## src/rtl/cardclk_pkg.sv

```systemverilog
`timescale 1ns/1ps
package cardclk_pkg;

  typedef logic [1:0] ratio_code_t;
  typedef logic [1:0] ratio_log_t;

  localparam int unsigned LOG_MAX = 3;
  localparam int unsigned CNT_W   = LOG_MAX;

  localparam ratio_code_t CODE_DIV8 = 2'b00;
  localparam ratio_code_t CODE_DIV4 = 2'b01;
  localparam ratio_code_t CODE_DIV2 = 2'b11;
  localparam ratio_code_t CODE_DIV1 = 2'b10;

  localparam ratio_log_t LOG_DIV8 = 2'd3;

  // Neighbouring ratios differ in one code bit.
  function automatic ratio_log_t code_to_log(input ratio_code_t code);
    ratio_log_t lg;
    case (code)
      CODE_DIV8: lg = 2'd3;
      CODE_DIV4: lg = 2'd2;
      CODE_DIV2: lg = 2'd1;
      default:   lg = 2'd0;
    endcase
    return lg;
  endfunction

  function automatic ratio_log_t log_max(input ratio_log_t a, input ratio_log_t b);
    return (a > b) ? a : b;
  endfunction

  // Reference cycles in one phase of the counter path.
  function automatic int unsigned half_cycles(input ratio_log_t lg);
    return (lg == 2'd0) ? 32'd0 : (32'd1 << (lg - 2'd1));
  endfunction

endpackage

```

## src/rtl/cardclk_sync.sv

```systemverilog
`timescale 1ns/1ps
module cardclk_sync #(
  parameter int unsigned WIDTH  = 2,
  parameter int unsigned STAGES = 2
) (
  input  logic             clk,
  input  logic             rst_n,
  input  logic [WIDTH-1:0] async_in,
  output logic [WIDTH-1:0] sync_out
);

  logic [WIDTH-1:0] stage_q [STAGES];

  generate
    for (genvar s = 0; s < STAGES; s++) begin : g_stage
      if (s == 0) begin : g_first
        always_ff @(posedge clk or negedge rst_n) begin
          if (!rst_n) stage_q[0] <= '0;
          else        stage_q[0] <= async_in;
        end
      end else begin : g_next
        always_ff @(posedge clk or negedge rst_n) begin
          if (!rst_n) stage_q[s] <= '0;
          else        stage_q[s] <= stage_q[s-1];
        end
      end
    end
  endgenerate

  assign sync_out = stage_q[STAGES-1];

endmodule

```

## src/rtl/cardclk_phase_cnt.sv

```systemverilog
`timescale 1ns/1ps
module cardclk_phase_cnt
  import cardclk_pkg::*;
(
  input  logic             clk,
  input  logic             rst_n,
  input  logic             run,
  output logic [CNT_W-1:0] cnt_q,
  output logic [CNT_W-1:0] cnt_next
);

  // Parked at all ones while stopped, so the first running edge wraps
  // to zero and every tap starts a fresh low phase.
  always_comb cnt_next = run ? cnt_q + 1'b1 : '1;

  always_ff @(posedge clk or negedge rst_n) begin
    if (!rst_n) cnt_q <= '1;
    else        cnt_q <= cnt_next;
  end

endmodule

```

## src/rtl/cardclk_ratio_ctl.sv

```systemverilog
`timescale 1ns/1ps
module cardclk_ratio_ctl
  import cardclk_pkg::*;
(
  input  logic             clk,
  input  logic             rst_n,
  input  ratio_code_t      sel_code,
  input  logic [CNT_W-1:0] cnt_q,
  output ratio_log_t       act_lg,
  output ratio_log_t       act_next
);

  ratio_log_t       want_lg;
  ratio_log_t       span_lg;
  logic [CNT_W-1:0] span_mask;
  logic             edge_ok;
  logic             swap_evt;

  always_comb begin
    want_lg   = code_to_log(sel_code);
    span_lg   = log_max(want_lg, act_lg);
    span_mask = CNT_W'((32'd1 << span_lg) - 32'd1);
    edge_ok   = (cnt_q & span_mask) == span_mask;
    swap_evt  = (want_lg != act_lg) && edge_ok;
    act_next  = swap_evt ? want_lg : act_lg;
  end

  always_ff @(posedge clk or negedge rst_n) begin
    if (!rst_n) act_lg <= LOG_DIV8;
    else        act_lg <= act_next;
  end

  // Cycles spent with a stable, not yet adopted request.
  ratio_log_t     want_q;
  logic [CNT_W:0] stall_cnt;

  always_ff @(posedge clk or negedge rst_n) begin
    if (!rst_n) begin
      want_q    <= LOG_DIV8;
      stall_cnt <= '0;
    end else begin
      want_q <= want_lg;
      if (want_lg != act_lg && want_lg == want_q)
        stall_cnt <= (stall_cnt == '1) ? stall_cnt : stall_cnt + 1'b1;
      else
        stall_cnt <= '0;
    end
  end

  assert_swap_on_boundary_R4: assert property (
    @(posedge clk) disable iff (!rst_n)
    !$stable(act_lg) |-> $past(edge_ok)
  ) else $error("ratio changed off a shared phase boundary");

  assert_swap_latency_R4: assert property (
    @(posedge clk) disable iff (!rst_n)
    32'(stall_cnt) <= (32'd1 << CNT_W)
  ) else $error("ratio request waited too long");

endmodule

```

## src/rtl/cardclk_out_stage.sv

```systemverilog
`timescale 1ns/1ps
module cardclk_out_stage
  import cardclk_pkg::*;
(
  input  logic             clk,
  input  logic             rst_n,
  input  logic             en,
  input  ratio_log_t       act_lg,
  input  ratio_log_t       act_next,
  input  logic [CNT_W-1:0] cnt_next,
  output logic             card_clk
);

  localparam int unsigned RUN_W = CNT_W + 1;

  function automatic logic tap(input logic [CNT_W-1:0] c, input ratio_log_t lg);
    logic b;
    b = 1'b0;
    for (int i = 1; i <= int'(CNT_W); i++)
      if (int'(lg) == i) b = c[i-1];
    return b;
  endfunction

  logic en_q;
  logic div_q;
  logic div_d;
  logic gate_q;

  always_comb div_d = en && tap(cnt_next, act_next);

  always_ff @(posedge clk or negedge rst_n) begin
    if (!rst_n) begin
      en_q  <= 1'b0;
      div_q <= 1'b0;
    end else begin
      en_q  <= en;
      div_q <= div_d;
    end
  end

  // Opened or closed only while the reference clock is low.
  always_ff @(negedge clk or negedge rst_n) begin
    if (!rst_n) gate_q <= 1'b0;
    else        gate_q <= en_q && (act_lg == 2'd0);
  end

  assign card_clk = (clk & gate_q) | div_q;

  // Length of the current level of the counter path.
  logic [RUN_W-1:0] run_len;

  always_ff @(posedge clk or negedge rst_n) begin
    if (!rst_n)               run_len <= '1;
    else if (div_d != div_q)  run_len <= RUN_W'(1);
    else if (run_len != '1)   run_len <= run_len + 1'b1;
  end

  assert_paths_exclusive_R3: assert property (
    @(posedge clk) disable iff (!rst_n)
    !(gate_q && div_q)
  ) else $error("gated and divided paths on together");

  assert_high_run_R2: assert property (
    @(posedge clk) disable iff (!rst_n)
    ($fell(div_q) && en_q) |-> (32'($past(run_len)) == half_cycles($past(act_lg)))
  ) else $error("high phase width wrong");

  assert_low_run_R3: assert property (
    @(posedge clk) disable iff (!rst_n)
    $rose(div_q) |-> (32'($past(run_len)) >= half_cycles(act_lg))
  ) else $error("low phase too short");

  assert_quiet_off_R5: assert property (
    @(posedge clk) disable iff (!rst_n)
    (!en_q && $past(!en_q)) |-> (!div_q && !gate_q)
  ) else $error("output active while disabled");

endmodule

```

## src/rtl/cardclk_div.sv

```systemverilog
`timescale 1ns/1ps
module cardclk_div
  import cardclk_pkg::*;
#(
  parameter int unsigned SYNC_STAGES = 2
) (
  input  logic       ref_clk,
  input  logic       rst_n,
  input  logic       clk_en,
  input  logic [1:0] ratio_sel,
  output logic       card_clk
);

  ratio_code_t      sel_sync;
  logic [CNT_W-1:0] cnt_q;
  logic [CNT_W-1:0] cnt_next;
  ratio_log_t       act_lg;
  ratio_log_t       act_next;

  cardclk_sync #(
    .WIDTH  ($bits(ratio_code_t)),
    .STAGES (SYNC_STAGES)
  ) u_sel_sync (
    .clk      (ref_clk),
    .rst_n    (rst_n),
    .async_in (ratio_sel),
    .sync_out (sel_sync)
  );

  cardclk_phase_cnt u_cnt (
    .clk      (ref_clk),
    .rst_n    (rst_n),
    .run      (clk_en),
    .cnt_q    (cnt_q),
    .cnt_next (cnt_next)
  );

  cardclk_ratio_ctl u_ctl (
    .clk      (ref_clk),
    .rst_n    (rst_n),
    .sel_code (sel_sync),
    .cnt_q    (cnt_q),
    .act_lg   (act_lg),
    .act_next (act_next)
  );

  cardclk_out_stage u_out (
    .clk      (ref_clk),
    .rst_n    (rst_n),
    .en       (clk_en),
    .act_lg   (act_lg),
    .act_next (act_next),
    .cnt_next (cnt_next),
    .card_clk (card_clk)
  );

endmodule

```

## config.mk

```make
export PLATFORM = sky130hd
export DESIGN_NAME = cardclk_div
export DESIGN_NICKNAME = d
export VERILOG_FILES = /design/src/rtl/cardclk_pkg.sv /design/src/rtl/cardclk_sync.sv /design/src/rtl/cardclk_phase_cnt.sv /design/src/rtl/cardclk_ratio_ctl.sv /design/src/rtl/cardclk_out_stage.sv /design/src/rtl/cardclk_div.sv
export SDC_FILE = /design/constraint.sdc
export NUM_CORES = 1
export LEC_CHECK = 0
export CAP_MARGIN = 20
export CORE_AREA = 2 2 39 41
export DETAILED_ROUTE_END_ITERATION = 6
export DIE_AREA = 0 0 41 43
export PLACE_DENSITY_LB_ADDON = 0.3
export SYNTH_ARGS = -nofsm -noshare
export SYNTH_HDL_FRONTEND = slang
export SYNTH_SLANG_ARGS = --single-unit
```

## constraint.sdc

```tcl
create_clock -name ref_clk -period 2.64 [get_ports ref_clk]
set_input_delay 0.528 -clock ref_clk [delete_from_list [all_inputs] [get_ports ref_clk]]
set_output_delay 0.528 -clock ref_clk [all_outputs]
set_load 0.02 [all_outputs]
```

==> results by group <==
Route
  – Routed len/inst: ~12 microns
  – First drt pass iteration count: 2
  – Via count: between 400 and 500
  – Starting DRT DRC Count: 4
  – Post-DRT Antenna Nets: 0
  – Final wirelength: roughly 980 microns
  – Vias per cell: roughly 5.1
  – Remaining DRCs: 0

Critical path
  – CP required: 2.11 ns
  – Slowest stage delay, CP: between 0.3 and 0.4 ns
  – Crit path cell chain: a21o_1, buf_6
  – CP max FO: 1
  – Delay-heaviest family, CP: flip-flops
  – Setup CP Type: reg2out
  – Slowest cell on the critical path: dfrtn_1
  – Startpoint types: flip-flop
  – Buf/Inv on CP: 1
  – CP arrival: roughly 2.3 ns
  – Worst setup EP type: primary output

Finish
  – # diodes: 0
  – Final cell count without fillers: 83
  – Area Growth Syn to Fin: 24.74%
  – Share of cells above drive strength 1: 28.36%
  – Most frequent cells in the layout: clkbuf_4, dfrtp_1, nand2_1, dfstp_2
  – Fin nets: about 80
  – Final core utilization: 53.80%

Die
  – DIE HEIGHT: 43 microns
  – IO Pins: 6
  – Die footprint: around 1800 sq um
  – Core area: 1384 sq um
  – Initial Util: 43.13%
  – Die span in x: 41 microns
  – Rows: 14

Yosys
  – Seq/Total Area, Yosys: approximately half
  – Synth Area in Adders: 10.48%
  – Synth Area in Simple Gates: 15.72%
  – Post-synthesis cell count: 53
  – Compound-Gate Fraction of Synth Area: 15.09%
  – Largest family of logic cells by synthesized area: simple AND/OR/NAND/NOR gates
  – #FFs+latches synth: 12
  – Xor/xnor share of the synthesized area: 1.468%
  – Avg Inst Size Synth: around 11 sq um
  – Mux cell area share after synthesis: under 10%
  – Ys Warns: 0
  – Cell variety after synth: 27
  – Mapped Nets: between 60 and 70
  – Mapped Area: 596.8 sq um

Flow run
  – Max cap viols: 0

Clock tree
  – Hold buffers post-CTS: 0
  – Clock slew at reported path FFs: 0.07 ns
  – CTS tree: yes
  – Worst-Skew Late Latency: 0.40 ns

Min path
  – Hold Path Class: reg2reg

Timing
  – Fin Setup TNS: -0.2207 ns
  – Setup ws final: -0.2207 ns
  – Least-Margin Pin Slew: approximately 0.44 ns
  – Final Slew Violations: 0
  – Clock Skews: ~0.022 ns
  – RSZ-0062 raised after global routing: true
  – WHS: between 0.3 and 0.4 ns
  – Fin. Hold Viols: 0
  – Final setup vio count: 1
  – Worst slew margin: between 70% and 80%

Global route
  – Number of global-route vias before repair: between 400 and 500
  – GRT Total Usage: 15.86%
  – GRT overflow: 0
  – First-pass GRT wire length: 1.642 mm
  – Initial antenna violation count: 0
  – Pin count of the biggest net entering global routing: 12

Run status
  – Status: finished, violations left
  – Failing checks: setup timing

Power and ir drop
  – Leakage: 0.3319 nW
  – P per Cell Area: 928.0 nW/um^2
  – Maximum VDD drop: ~0.44 mV

Placement
  – DP HPWL: slightly below 700 microns
  – Port bufs: 5
  – Placed cell count: 75
  – Gpl congestion: 0.6869
logic make-up (layout without fill, tap and decap cells):
kind of cell | after synthesis | after routing
and+or+nand+nor | 18 | 18
AOI/OAI and AO/OA | 12 | 12
DFF | 12 | 12
adders and majority gates | 5 | 5
buffers and inverters | 3 | 17
muxes | 2 | 2
xor gates and xnor gates | 1 | 1
Yosys cell counts, drive strengths merged:
| cell | n | area [sq um] |
|---|---|---|
| nand2 | 5 | 18.77 |
| inv | 3 | 11.26 |
| nor3b | 1 | 7.510 |
| and2 | 1 | 6.260 |
| dfrtp | 6 | 150.1 |
| or2 | 1 | 6.260 |
| ha | 5 | 62.56 |
| o22ai | 2 | 18.77 |
| o21ai | 4 | 20.02 |
| or3 | 3 | 18.77 |
| nand2b | 1 | 6.260 |
| dfrtn | 1 | 25.02 |
| nor2 | 2 | 7.510 |
| a21oi | 1 | 5.000 |
| a21o | 1 | 7.510 |
| nand3 | 1 | 5.000 |
| o21a | 1 | 7.510 |
| o21bai | 1 | 18.77 |
| nand4 | 1 | 6.260 |
| nor3 | 1 | 5.000 |
| mux2i | 2 | 23.77 |
| a31oi | 2 | 12.51 |
| dfstp | 5 | 131.4 |
| nor2b | 1 | 6.260 |
| xnor2 | 1 | 8.760 |
sequential cells by signal, summed over array words and instances, names as in the netlist:
signal / count
u_ctl.act_lg: 2
u_out.div_q: 1
u_sel_sync.sync_out: 2
u_out.gate_q: 1
u_cnt.cnt_q: 3
u_out.en_q: 1
u_sel_sync.stage_q: 2
per-layer routing:
metal | global-route usage [%] | part of all wire [%] | wire [microns] | vias to the layer above
met5 | 0 | 0 | 0 | -
met4 | 16.00 | 2.8 | 28 | 0
met3 | 10.47 | 4.8 | 47 | 4
met2 | 19.06 | 49 | 483 | 10
met1 | 17.13 | 43 | 423 | 198
li1 | - | - | - | 214
through the flow:
stage	setup WS (ns)	area, sq um	total power, W
floorplan	0.2299	596.8	0.0004187
global placement	-0.2481	674.4	0.0004690
detailed placement	-0.2498	674.4	0.0004729
CTS	-0.2378	724.4	0.0006660
global route	-0.2566	744.5	0.0007416
finish	-0.2207	744.5	0.0006909
repair_timing:
item / 4_1_cts / 5_1_grt
resized for setup: 6 / 1
endpoints found under the setup margin: 1 / 2
setup buffers: 0 / 1
power by group:
group          internal, W  leakage (nW)  switching [W]
combinational     0.000115         0.150      0.0000899
sequential        0.000231         0.138      0.0000363
clock             0.000129        0.0443      0.0000902
total             0.000474         0.332       0.000216
final cells by class:
class,instances,area (sq um)
Fill cell,129,639.4
Sequential cell,12,306.5
Multi-Input combinational cell,38,291.5
Clock buffer,8,60.06
Timing Repair Buffer,6,55.05
Tap cell,16,20.02
Inverter,3,11.26
worst paths after layout:
check	end	startpoint	depth (start not counted)	slack, ns
setup / recovery	card_clk	u_out.gate_q	2	-0.22
hold / removal	u_sel_sync.sync_out[0]	u_sel_sync.stage_q[2]	0	0.35
setup reg to reg	u_out.div_q	u_sel_sync.sync_out[0]	9	0.28
hold reg to reg	u_sel_sync.sync_out[0]	u_sel_sync.stage_q[2]	0	0.35
max in group asynchronous	u_out.gate_q	rst_n	1	1.00
min in group asynchronous	u_out.en_q	rst_n	2	0.48
Note: power is estimated with default switching activity, not from simulation.
